[src/rtl/pix_seq_pkg.sv]
`timescale 1ns/1ps
package pix_seq_pkg;

  typedef enum logic [2:0] {
    PH_IDLE,
    PH_NEG,
    PH_GAP,
    PH_POS,
    PH_DEAD,
    PH_SH,
    PH_RST
  } phase_t;

  typedef struct packed {
    logic neg;
    logic pos;
    logic dis;
    logic sh;
  } drive_t;

  // slots in the timing configuration vector
  localparam int T_SLOPE = 0;
  localparam int T_GAP   = 1;
  localparam int T_DEAD  = 2;
  localparam int T_DIS   = 3;
  localparam int T_NUM   = 4;

  function automatic drive_t phase_drive(phase_t p);
    drive_t d;
    d = '0;
    case (p)
      PH_NEG:  d.neg = 1'b1;
      PH_POS:  d.pos = 1'b1;
      PH_SH:   d.sh  = 1'b1;
      PH_RST:  d.dis = 1'b1;
      default: d = '0;
    endcase
    return d;
  endfunction

endpackage

[src/rtl/pix_seq_cfg.sv]
`timescale 1ns/1ps
module pix_seq_cfg #(
  parameter int CNT_W = 16,
  parameter int NS_W  = 8,
  parameter int NT    = pix_seq_pkg::T_NUM
) (
  input  logic                       clk,
  input  logic                       rst,
  input  logic                       load,
  input  logic [NT-1:0][CNT_W-1:0]   t_raw,
  input  logic [NS_W-1:0]            n_raw,
  output logic [NT-1:0][CNT_W-1:0]   t_lat,
  output logic [NS_W-1:0]            n_lat
);

  localparam logic [CNT_W-1:0] T_ONE = CNT_W'(1);
  localparam logic [NS_W-1:0]  N_ONE = NS_W'(1);

  logic [NT-1:0][CNT_W-1:0] t_clamp;
  logic [NS_W-1:0]          n_clamp;

  for (genvar g = 0; g < NT; g++) begin : g_clamp
    assign t_clamp[g] = (t_raw[g] == '0) ? T_ONE : t_raw[g];
  end

  assign n_clamp = (n_raw == '0) ? N_ONE : n_raw;

  always_ff @(posedge clk) begin
    if (rst) begin
      for (int i = 0; i < NT; i++) t_lat[i] <= T_ONE;
      n_lat <= N_ONE;
    end else if (load) begin
      t_lat <= t_clamp;
      n_lat <= n_clamp;
    end
  end

  AST_LATCH_NONZERO: assert property (@(posedge clk) disable iff (rst)
    (n_lat != '0) && (t_lat[0] != '0));

endmodule

[src/rtl/pix_seq_timer.sv]
`timescale 1ns/1ps
module pix_seq_timer #(
  parameter int CNT_W = 16
) (
  input  logic             clk,
  input  logic             rst,
  input  logic             clr,
  input  logic [CNT_W-1:0] limit,
  output logic             last
);

  logic [CNT_W-1:0] cnt;

  always_ff @(posedge clk) begin
    if (rst || clr) cnt <= '0;
    else            cnt <= cnt + CNT_W'(1);
  end

  assign last = (cnt == limit - CNT_W'(1));

endmodule

[src/rtl/pix_seq_ctrl.sv]
`timescale 1ns/1ps
module pix_seq_ctrl
  import pix_seq_pkg::*;
#(
  parameter int CNT_W = 16,
  parameter int NS_W  = 8
) (
  input  logic                         clk,
  input  logic                         rst,
  input  logic                         start,
  input  logic [T_NUM-1:0][CNT_W-1:0]  t_lat,
  input  logic [NS_W-1:0]              n_lat,
  output logic                         load,
  output logic                         int_neg,
  output logic                         int_pos,
  output logic                         int_rst,
  output logic                         sh_strobe,
  output logic                         pix_done,
  output logic [NS_W-1:0]              samp_idx
);

  phase_t           st, nx;
  logic             last;
  logic             last_samp;
  logic [CNT_W-1:0] lim;
  drive_t           drv;

  assign load      = (st == PH_IDLE) && start;
  assign last_samp = (samp_idx == n_lat - NS_W'(1));

  always_comb begin
    case (st)
      PH_NEG, PH_POS: lim = t_lat[T_SLOPE];
      PH_GAP:         lim = t_lat[T_GAP];
      PH_DEAD:        lim = t_lat[T_DEAD];
      PH_RST:         lim = t_lat[T_DIS];
      default:        lim = CNT_W'(1);
    endcase
  end

  pix_seq_timer #(.CNT_W(CNT_W)) u_timer (
    .clk   (clk),
    .rst   (rst),
    .clr   (nx != st),
    .limit (lim),
    .last  (last)
  );

  always_comb begin
    nx = st;
    case (st)
      PH_IDLE: if (start) nx = PH_NEG;
      PH_NEG:  if (last)  nx = PH_GAP;
      PH_GAP:  if (last)  nx = PH_POS;
      PH_POS:  if (last)  nx = PH_DEAD;
      PH_DEAD: if (last)  nx = last_samp ? PH_SH : PH_NEG;
      PH_SH:              nx = PH_RST;
      PH_RST:  if (last)  nx = PH_IDLE;
      default:            nx = PH_IDLE;
    endcase
  end

  always_ff @(posedge clk) begin
    if (rst) st <= PH_IDLE;
    else     st <= nx;
  end

  always_ff @(posedge clk) begin
    if (rst)                                     samp_idx <= '0;
    else if (st == PH_DEAD && last && !last_samp) samp_idx <= samp_idx + NS_W'(1);
    else if (st == PH_SH)                         samp_idx <= '0;
  end

  // outputs registered from the next phase so they align with st
  always_ff @(posedge clk) begin
    if (rst) begin
      drv      <= '0;
      pix_done <= 1'b0;
    end else begin
      drv      <= phase_drive(nx);
      pix_done <= (nx == PH_SH);
    end
  end

  assign int_neg   = drv.neg;
  assign int_pos   = drv.pos;
  assign int_rst   = drv.dis;
  assign sh_strobe = drv.sh;

  AST_SLOPES_EXCLUSIVE: assert property (@(posedge clk) disable iff (rst)
    !(int_neg && int_pos));
  AST_BREAK_BEFORE_POS: assert property (@(posedge clk) disable iff (rst)
    $rose(int_pos) |-> !$past(int_neg));
  AST_BREAK_BEFORE_NEG: assert property (@(posedge clk) disable iff (rst)
    $rose(int_neg) |-> !$past(int_pos));
  AST_STROBE_SINGLE: assert property (@(posedge clk) disable iff (rst)
    sh_strobe |=> !sh_strobe);
  AST_STROBE_THEN_DISCHARGE: assert property (@(posedge clk) disable iff (rst)
    sh_strobe |=> int_rst);
  AST_DISCHARGE_AFTER_STROBE: assert property (@(posedge clk) disable iff (rst)
    $rose(int_rst) |-> $past(sh_strobe));
  AST_DISCHARGE_QUIET: assert property (@(posedge clk) disable iff (rst)
    int_rst |-> !(int_neg || int_pos || sh_strobe));
  AST_IDX_BOUND: assert property (@(posedge clk) disable iff (rst)
    samp_idx < n_lat);
  AST_NO_DISCHARGE_MIDPIXEL: assert property (@(posedge clk) disable iff (rst)
    (int_neg || int_pos) |-> !int_rst);

endmodule

[src/rtl/pix_seq_top.sv]
`timescale 1ns/1ps
module pix_seq_top #(
  parameter int CNT_W = 16,
  parameter int NS_W  = 8
) (
  input  logic             clk,
  input  logic             rst,
  input  logic             start,
  input  logic [NS_W-1:0]  cfg_nsamp,
  input  logic [CNT_W-1:0] cfg_tint,
  input  logic [CNT_W-1:0] cfg_tgap,
  input  logic [CNT_W-1:0] cfg_tdead,
  input  logic [CNT_W-1:0] cfg_trst,
  output logic             int_neg,
  output logic             int_pos,
  output logic             int_rst,
  output logic             sh_strobe,
  output logic             pix_done,
  output logic [NS_W-1:0]  samp_idx
);
  import pix_seq_pkg::*;

  logic [T_NUM-1:0][CNT_W-1:0] t_raw;
  logic [T_NUM-1:0][CNT_W-1:0] t_lat;
  logic [NS_W-1:0]             n_lat;
  logic                        load;

  always_comb begin
    t_raw          = '0;
    t_raw[T_SLOPE] = cfg_tint;
    t_raw[T_GAP]   = cfg_tgap;
    t_raw[T_DEAD]  = cfg_tdead;
    t_raw[T_DIS]   = cfg_trst;
  end

  pix_seq_cfg #(.CNT_W(CNT_W), .NS_W(NS_W)) u_cfg (
    .clk   (clk),
    .rst   (rst),
    .load  (load),
    .t_raw (t_raw),
    .n_raw (cfg_nsamp),
    .t_lat (t_lat),
    .n_lat (n_lat)
  );

  pix_seq_ctrl #(.CNT_W(CNT_W), .NS_W(NS_W)) u_ctrl (
    .clk       (clk),
    .rst       (rst),
    .start     (start),
    .t_lat     (t_lat),
    .n_lat     (n_lat),
    .load      (load),
    .int_neg   (int_neg),
    .int_pos   (int_pos),
    .int_rst   (int_rst),
    .sh_strobe (sh_strobe),
    .pix_done  (pix_done),
    .samp_idx  (samp_idx)
  );

  AST_DONE_WITH_STROBE: assert property (@(posedge clk) disable iff (rst)
    pix_done == sh_strobe);

endmodule

[config.mk]
export PLATFORM = sky130hd
export DESIGN_NAME = pix_seq_top
export DESIGN_NICKNAME = d
export VERILOG_FILES = /design/src/rtl/pix_seq_pkg.sv /design/src/rtl/pix_seq_cfg.sv /design/src/rtl/pix_seq_timer.sv /design/src/rtl/pix_seq_ctrl.sv /design/src/rtl/pix_seq_top.sv
export SDC_FILE = /design/constraint.sdc
export NUM_CORES = 1
export LEC_CHECK = 0
export ABC_AREA = 0
export BUFFER_PORTS_ARGS = -buffer_cell sky130_fd_sc_hd__buf_2
export CAP_MARGIN = 15
export CORE_MARGIN = 4
export CORE_UTILIZATION = 52
export DETAILED_ROUTE_END_ITERATION = 10
export GPL_ROUTABILITY_DRIVEN = 0
export PLACE_DENSITY = 0.85
export SLEW_MARGIN = 20
export SYNTH_ARGS = -nofsm -noshare
export SYNTH_HDL_FRONTEND = slang
export SYNTH_SLANG_ARGS = --single-unit
[constraint.sdc]
create_clock -name clk -period 3.95 [get_ports clk]
set_clock_uncertainty 0.1 [all_clocks]
set_input_delay 0.79 -clock clk [delete_from_list [all_inputs] [get_ports clk]]
set_output_delay 0.79 -clock clk [all_outputs]
set_load 0.02 [all_outputs]
==> impl_metrics.csv, run 1 <==
group,metric,value,unit
global_routing,gr-usage-all-layers,24.73,%
placement,port_buffers,87,
timing,setup_violations,0,
timing,max_slew_margin,53.09,%
synth,synth-xor-area-share,7.085,%
run_status,status,"finished, final reports clean",
synth,synth-main-ff-cell,"dfxtp_1",
timing,slew_violations,0,
synth,synth_cell_types,71,
cts,clk_latency,0.40,ns
power_and_ir_drop,p_leak,2.460,nW
global_routing,grt.overflow.total,0,
timing,fin_crit_sh,98.52,%
critical_path,crit_type,"register to register",
timing,timing.fmax,257.0,MHz
cts,cts_buffer_depth,2,
synth,synth_nets,781,
timing,tightest_slew,0.6972,ns
floorplan,start_util,53.64,%
routing,via_count,5630,
run,maxCapViolations,0,
routing,postRouteAntennaNets,0,
final_layout,fill_cells,888,
synth,avgSynthCellArea,7.924,µm²
global_routing,grt_max_degree,63,
synth,netlist_top_cells_count,"nand2_1 (163), dfxtp_1 (103), a21oi_1 (75), clkbuf_1 (31), nor3_1 (31)",
global_routing,antenna_found_initial,0,
synth,synth_top_family_by_area,"simple AND/OR/NAND/NOR gates",
timing,min_period,3.891,ns
cts,numCtsBuffers,9,
synth,synthArstFlopShare,0,%
synth,synth_warnings,0,
floorplan,io_pins,88,
global_routing,grt_pass1_vias,5201,
synth,yosys.area_share.simple,29.69,%
synth,synthMuxAreaShare,3.396,%
critical_path,critPathBufInv,0,
floorplan,core_area,10370,µm²
power_and_ir_drop,total_power,3.650,mW
critical_path,arrival,4.09,ns
routing,routed_wl,15850,µm
floorplan,rows,37,
final_layout,nets,864,
routing,drc_errors,0,
hold_path,hold_path.class,"register to register",
critical_path,cp_cell_sequence,"nor2b_1 > a311o_1 > a21oi_2 > ha_2 > o2111ai_2 > or4_4 > nor2_2 > xnor2_1 > o211ai_1 > or3_4 > or4_4 > xnor2_1 > and3_1",
synth,synth.ff_latch_count,103,
floorplan,dieWidth,111.4,µm
routing,drtIter0Drc,456,
synth,synthTopCellsByArea,"dfxtp_1 (37%), nand2_1 (11%), a21oi_1 (6.7%), xnor2_1 (4.7%), nor3_1 (2.8%)",
cts,cts.clk_slew.worst_paths,0.11,ns
synth,yosysMostFrequentCell,"nand2_1",
critical_path,crit_path_end_kind,"register",
routing,viasPerCell,6.080,
synth,synth_edf_count,0,
synth,syn_area,5563,µm²
floorplan,die-area,12420,µm²
final_layout,fin_util,61.92,%
power_and_ir_drop,power_density,568.5,nW/µm²
global_routing,grt_first_pass_wirelength,25290,µm
final_layout,n_antenna_cell,0,
placement,dp_hpwl,12050,µm
critical_path,crit_path_start_kind,"register",
cts,ctsRootBufferMaster,"clkbuf_8",
critical_path,crit_slowest_cell,"or4_4",
power_and_ir_drop,irDropWorstVdd,0.3336,mV
cts,holdBufCountCts,0,
timing,hold_viol_final,0,
critical_path,crit_family,"simple AND/OR/NAND/NOR gates",
cts,htree_num_levels,3,
final_layout,drive_above_1_share,22.03,%
synth,ys_seq_area_share,37.07,%
synth,synth_fa_ha_area_share,0.8997,%
synth,synthDominantCellAreaShare,37.07,%
critical_path,required,4.15,ns
cts,cts_tree,"yes",
synth,synth_compound_area_share,16.71,%
routing,first_pass_iters,7,
cts,clock_sinks,103,
final_layout,postLayoutCellArea,6421,µm²
critical_path,max_stage_delay,0.57,ns
floorplan,die_y,111.4,µm
synth,synthCells,702,
critical_path,cp_max_fo,8,
final_layout,areaGrowthSynthToFinish,15.43,%
routing,wl_per_cell,17.12,µm
placement,dpl_cell_area,6178,µm²
synth,synth_largest_area_cell,"dfxtp_1",
## through the flow
| stage | setup slack [ns] | std cells | hold WS [ns] | TNS [ns] |
|---|---|---|---|---|
| global route | -0.05492 | 926 | 0.3815 | -0.3174 |
| detailed placement | -0.04603 | 909 | 0.3485 | -0.1007 |
| CTS | 0.04671 | 925 | 0.3622 | 0 |
| floorplan | 0.02787 | 702 | 0.3313 | 0 |
| finish | 0.05856 | 926 | 0.3604 | 0 |
| global placement | 0.1058 | 909 | 0.3454 | 0 |
## area by class of cell
class                           count  area (µm²)  area share (%)
Clock buffer                       10       137.6           2.143
Clock inverter                      6       51.30          0.7989
Inverter                           19       71.32           1.111
Multi-Input combinational cell    536        3266           50.86
Sequential cell                   103        2068           32.21
Tap cell                          136       170.2           2.650
Timing Repair Buffer              116       656.9           10.23
## timing repair
action / CTS / global route
setup endpoints to repair: 25 / 31
pin swaps: 0 / 7
buffers inserted: 0 / 1
resized for setup: 2 / 10
## state kept, by name, indices dropped and copies added, names as in the netlist
register / cells
u_ctrl.samp_idx: 8
u_ctrl.st: 3
u_ctrl.pix_done: 1
u_ctrl.int_neg: 1
u_ctrl.u_timer.cnt: 16
u_ctrl.int_pos: 1
u_ctrl.int_rst: 1
u_cfg.n_lat: 8
u_cfg.t_lat: 64
## path summary, 6_finish.rpt
check / start / to / slack [ns] / cells past startpoint
hold reg to reg: u_cfg.t_lat[38] / u_cfg.t_lat[38] / 0.36 / 2
setup reg to reg: u_ctrl.st[1] / u_ctrl.int_pos / 0.06 / 13
setup / recovery: u_ctrl.st[1] / u_ctrl.int_pos / 0.06 / 13
hold / removal: u_cfg.t_lat[38] / u_cfg.t_lat[38] / 0.36 / 2
## cell families after synthesis
kind of cell               count (synthesis)
adders and majority gates                  4
muxes                                     18
AOI/OAI and AO/OA                        147
buffers and inverters                     63
and+or+nand+nor                          322
DFF                                      103
xor gates and xnor gates                  45
## report_power, final
group | switching [mW] | internal [mW] | leakage (nW)
clock network | 0.392 | 0.256 | 0.0992
logic | 0.967 | 0.689 | 1.52
registers | 0.137 | 1.21 | 0.842
total | 1.50 | 2.15 | 2.46
## cell usage in the layout, fill, tap and decap left out, drive strengths merged, types with 5 or more instances in the layout
cell type,netlist,routed
nor2,21,21
nand3b,6,6
nor3,33,33
a21oi,75,75
mux2i,14,14
nand2,163,163
o21ai,13,13
a31oi,5,5
nand4,9,9
inv,19,22
nor3b,6,6
xnor2,30,30
xor2,15,15
dfxtp,103,103
o211ai,13,13
or4,8,8
buf,11,116
nand3,15,15
clkbuf,33,10
nor4,19,19
and3,8,8
## worst register-to-register path, stage by stage (launching register included)
cell and delay, ns:
dfxtp_2 0.37, nor2b_1 0.16, a311o_1 0.41, a21oi_2 0.14
ha_2 0.21, o2111ai_2 0.13, or4_4 0.52, nor2_2 0.14
xnor2_1 0.13, o211ai_1 0.15, or3_4 0.43, or4_4 0.57
xnor2_1 0.16, and3_1 0.18
## per-layer routing
metal | global-route usage (%) | up-vias | routed length, µm
met3 | 4.783 | 75 | 1137
met2 | 40.45 | 278 | 7493
met4 | 14.11 | 0 | 843
li1 | - | 2657 | -
met5 | 0 | - | 0
met1 | 30.48 | 2620 | 6375
Power figures use the tool's default switching activity.
==> run 2, diff against run 1 <==
==> constraint.sdc (replaced) <==
create_clock -name clk -period 3.95 [get_ports clk]
set_clock_uncertainty 0.1 [all_clocks]
set_input_delay 0.395 -clock clk [delete_from_list [all_inputs] [get_ports clk]]
set_output_delay 0.395 -clock clk [all_outputs]
set_load 0.02 [all_outputs]
==> run 2 against run 1 <==
Highest routed layer unchanged. Via count grew 2.2%. Final cell count grew 0.65%. First-iteration DRC count shrank 1.3%. Register-to-register slack worse by 0.03 ns.
==> impl_metrics.csv, run 2 (synthesis results as in run 1) <==
group,metric,value,unit
run_status,status,"finished, final reports clean",
final_layout,nets,870,
placement,port_buffers,87,
global_routing,grt_use_met2,41.66,%
final_layout,reg.largest.list,"u_cfg.t_lat (64), u_ctrl.u_timer.cnt (16)",
floorplan,io_pins,88,
global_routing,antenna_found_initial,0,
cts,ctsRootBufferMaster,"clkbuf_8",
floorplan,dieWidth,111.4,µm
power_and_ir_drop,p_leak,2.510,nW
global_routing,use_met3,4.457,%
cts,clock_sinks,103,
timing,setup_violations,0,
final_layout,areaGrowthSynthToFinish,17.70,%
timing,min_period,3.917,ns
critical_path,crit_type,"register to register",
critical_path,reg2reg_depth,13,
timing,slew_violations,0,
routing,first_pass_iters,7,
final_layout,fill_cells,889,
global_routing,busiest_layer,"met2",
critical_path,arrival,4.13,ns
critical_path,crit_path_end_kind,"register",
cts,cts.clk_slew.worst_paths,0.13,ns
final_layout,final_cell_mix,"nand2_1 (163), dfxtp_1 (100), buf_2 (87), a21oi_1 (74)",
timing,fin_crit_sh,99.17,%
hold_path,hold_path.class,"input port to register",
cts,numCtsBuffers,9,
critical_path,crit_path_start_kind,"register",
floorplan,core_area,10370,µm²
global_routing,grt_first_pass_wirelength,25610,µm
power_and_ir_drop,power_density,583.5,nW/µm²
critical_path,cp_max_fo,8,
cts,clk_latency,0.40,ns
placement,place_inst,908,
run,maxCapViolations,0,
final_layout,largest_reg_flops,64,
routing,wl_per_cell,17.67,µm
global_routing,met1_usage,30.17,%
cts,cts_buffer_depth,2,
power_and_ir_drop,total_power,3.821,mW
critical_path,required,4.16,ns
timing,max_slew_margin,33.25,%
floorplan,die-area,12420,µm²
routing,viasPerCell,6.176,
routing,via_count,5756,
global_routing,grt.overflow.total,0,
floorplan,rows,37,
global_routing,grt_max_degree,55,
routing,drtIter0Drc,450,
floorplan,start_util,53.64,%
global_routing,gr-usage-all-layers,24.70,%
routing,postRouteAntennaNets,0,
floorplan,die_y,111.4,µm
cts,htree_num_levels,3,
timing,timing.fmax,255.3,MHz
hold_path,hold_path_depth,3,
routing,routed_wl,16460,µm
final_layout,layout.cells.non_filler,932,
placement,dp_hpwl,12000,µm
routing,drc_errors,0,
power_and_ir_drop,irDropWorstVdd,0.3466,mV
global_routing,grt_pass1_vias,5330,
final_layout,final_common_cell,"nand2_1",
cts,cts_tree,"yes",
timing,tightest_slew,1.001,ns
final_layout,drive_above_1_share,22.86,%
final_layout,n_antenna_cell,0,
timing,hold_viol_final,0,
final_layout,regMostFlops,"u_cfg.t_lat",
==> run 2: worst max-delay path, cell delays in order (launching register included) <==
cell and delay (ns):
dfxtp_4 0.39, and4b_1 0.20, a311o_1 0.36, a21oi_2 0.13
ha_2 0.19, o2111ai_2 0.13, or4_4 0.60, nor2_4 0.10
xnor2_1 0.13, o211ai_1 0.15, or3_4 0.41, or4_4 0.57
a211o_1 0.30, o21ai_0 0.07
==> run 2: where the power goes <==
group	internal, mW	leakage, nW	switching [mW]
sequential	1.21	0.842	0.144
clock	0.263	0.108	0.438
combinational	0.758	1.56	1.01
total	2.23	2.51	1.59
==> run 2: metal layers <==
layer	part of all wire, %	vias to the layer above
met5	0	-
met4	5.2	0
met3	7.9	79
met2	48	334
met1	39	2674
li1	-	2669
==> run 2: per-stage QoR <==
step / area (µm²) / utilization (%) / setup WS (ns) / hold slack [ns] / TNS [ns]
floorplan: 5572 / - / 0.02787 / 0.3313 / 0
global placement: 6171 / 59.51 / 0.08813 / 0.3455 / 0
detailed placement: 6171 / 59.51 / -0.03625 / 0.3501 / -0.1086
CTS: 6396 / 61.68 / 0.01104 / 0.1268 / 0
global route: 6548 / 63.14 / -0.06392 / 0.1376 / -0.6350
finish: 6548 / 63.14 / 0.03285 / 0.1281 / 0
==> run 2: layout make-up <==
cell class	count	area (µm²)	area share [%]
inverters	19	71.32	1.089
repair buffers	122	728.2	11.12
multi-input cells	536	3289	50.24
clock inverters	7	93.84	1.433
clock buffers	9	123.9	1.892
well taps	136	170.2	2.599
flip-flops and latches	103	2071	31.63
==> run 2: what timing repair did <==
item	CTS	global route
hold buffers	0	0
endpoints found under the hold margin	0	0
pin swaps	0	11
buffers inserted	0	8
resized for setup	3	21
endpoints found under the setup margin	7	31
==> run 2: final timing paths <==
kind                         from            endpoint  slack [ns]
setup reg to reg     u_ctrl.st[2]  u_ctrl.samp_idx[5]        0.03
hold / removal       cfg_tint[11]     u_cfg.t_lat[11]        0.13
hold reg to reg   u_cfg.t_lat[37]     u_cfg.t_lat[37]        0.36
setup / recovery     u_ctrl.st[2]  u_ctrl.samp_idx[5]        0.03
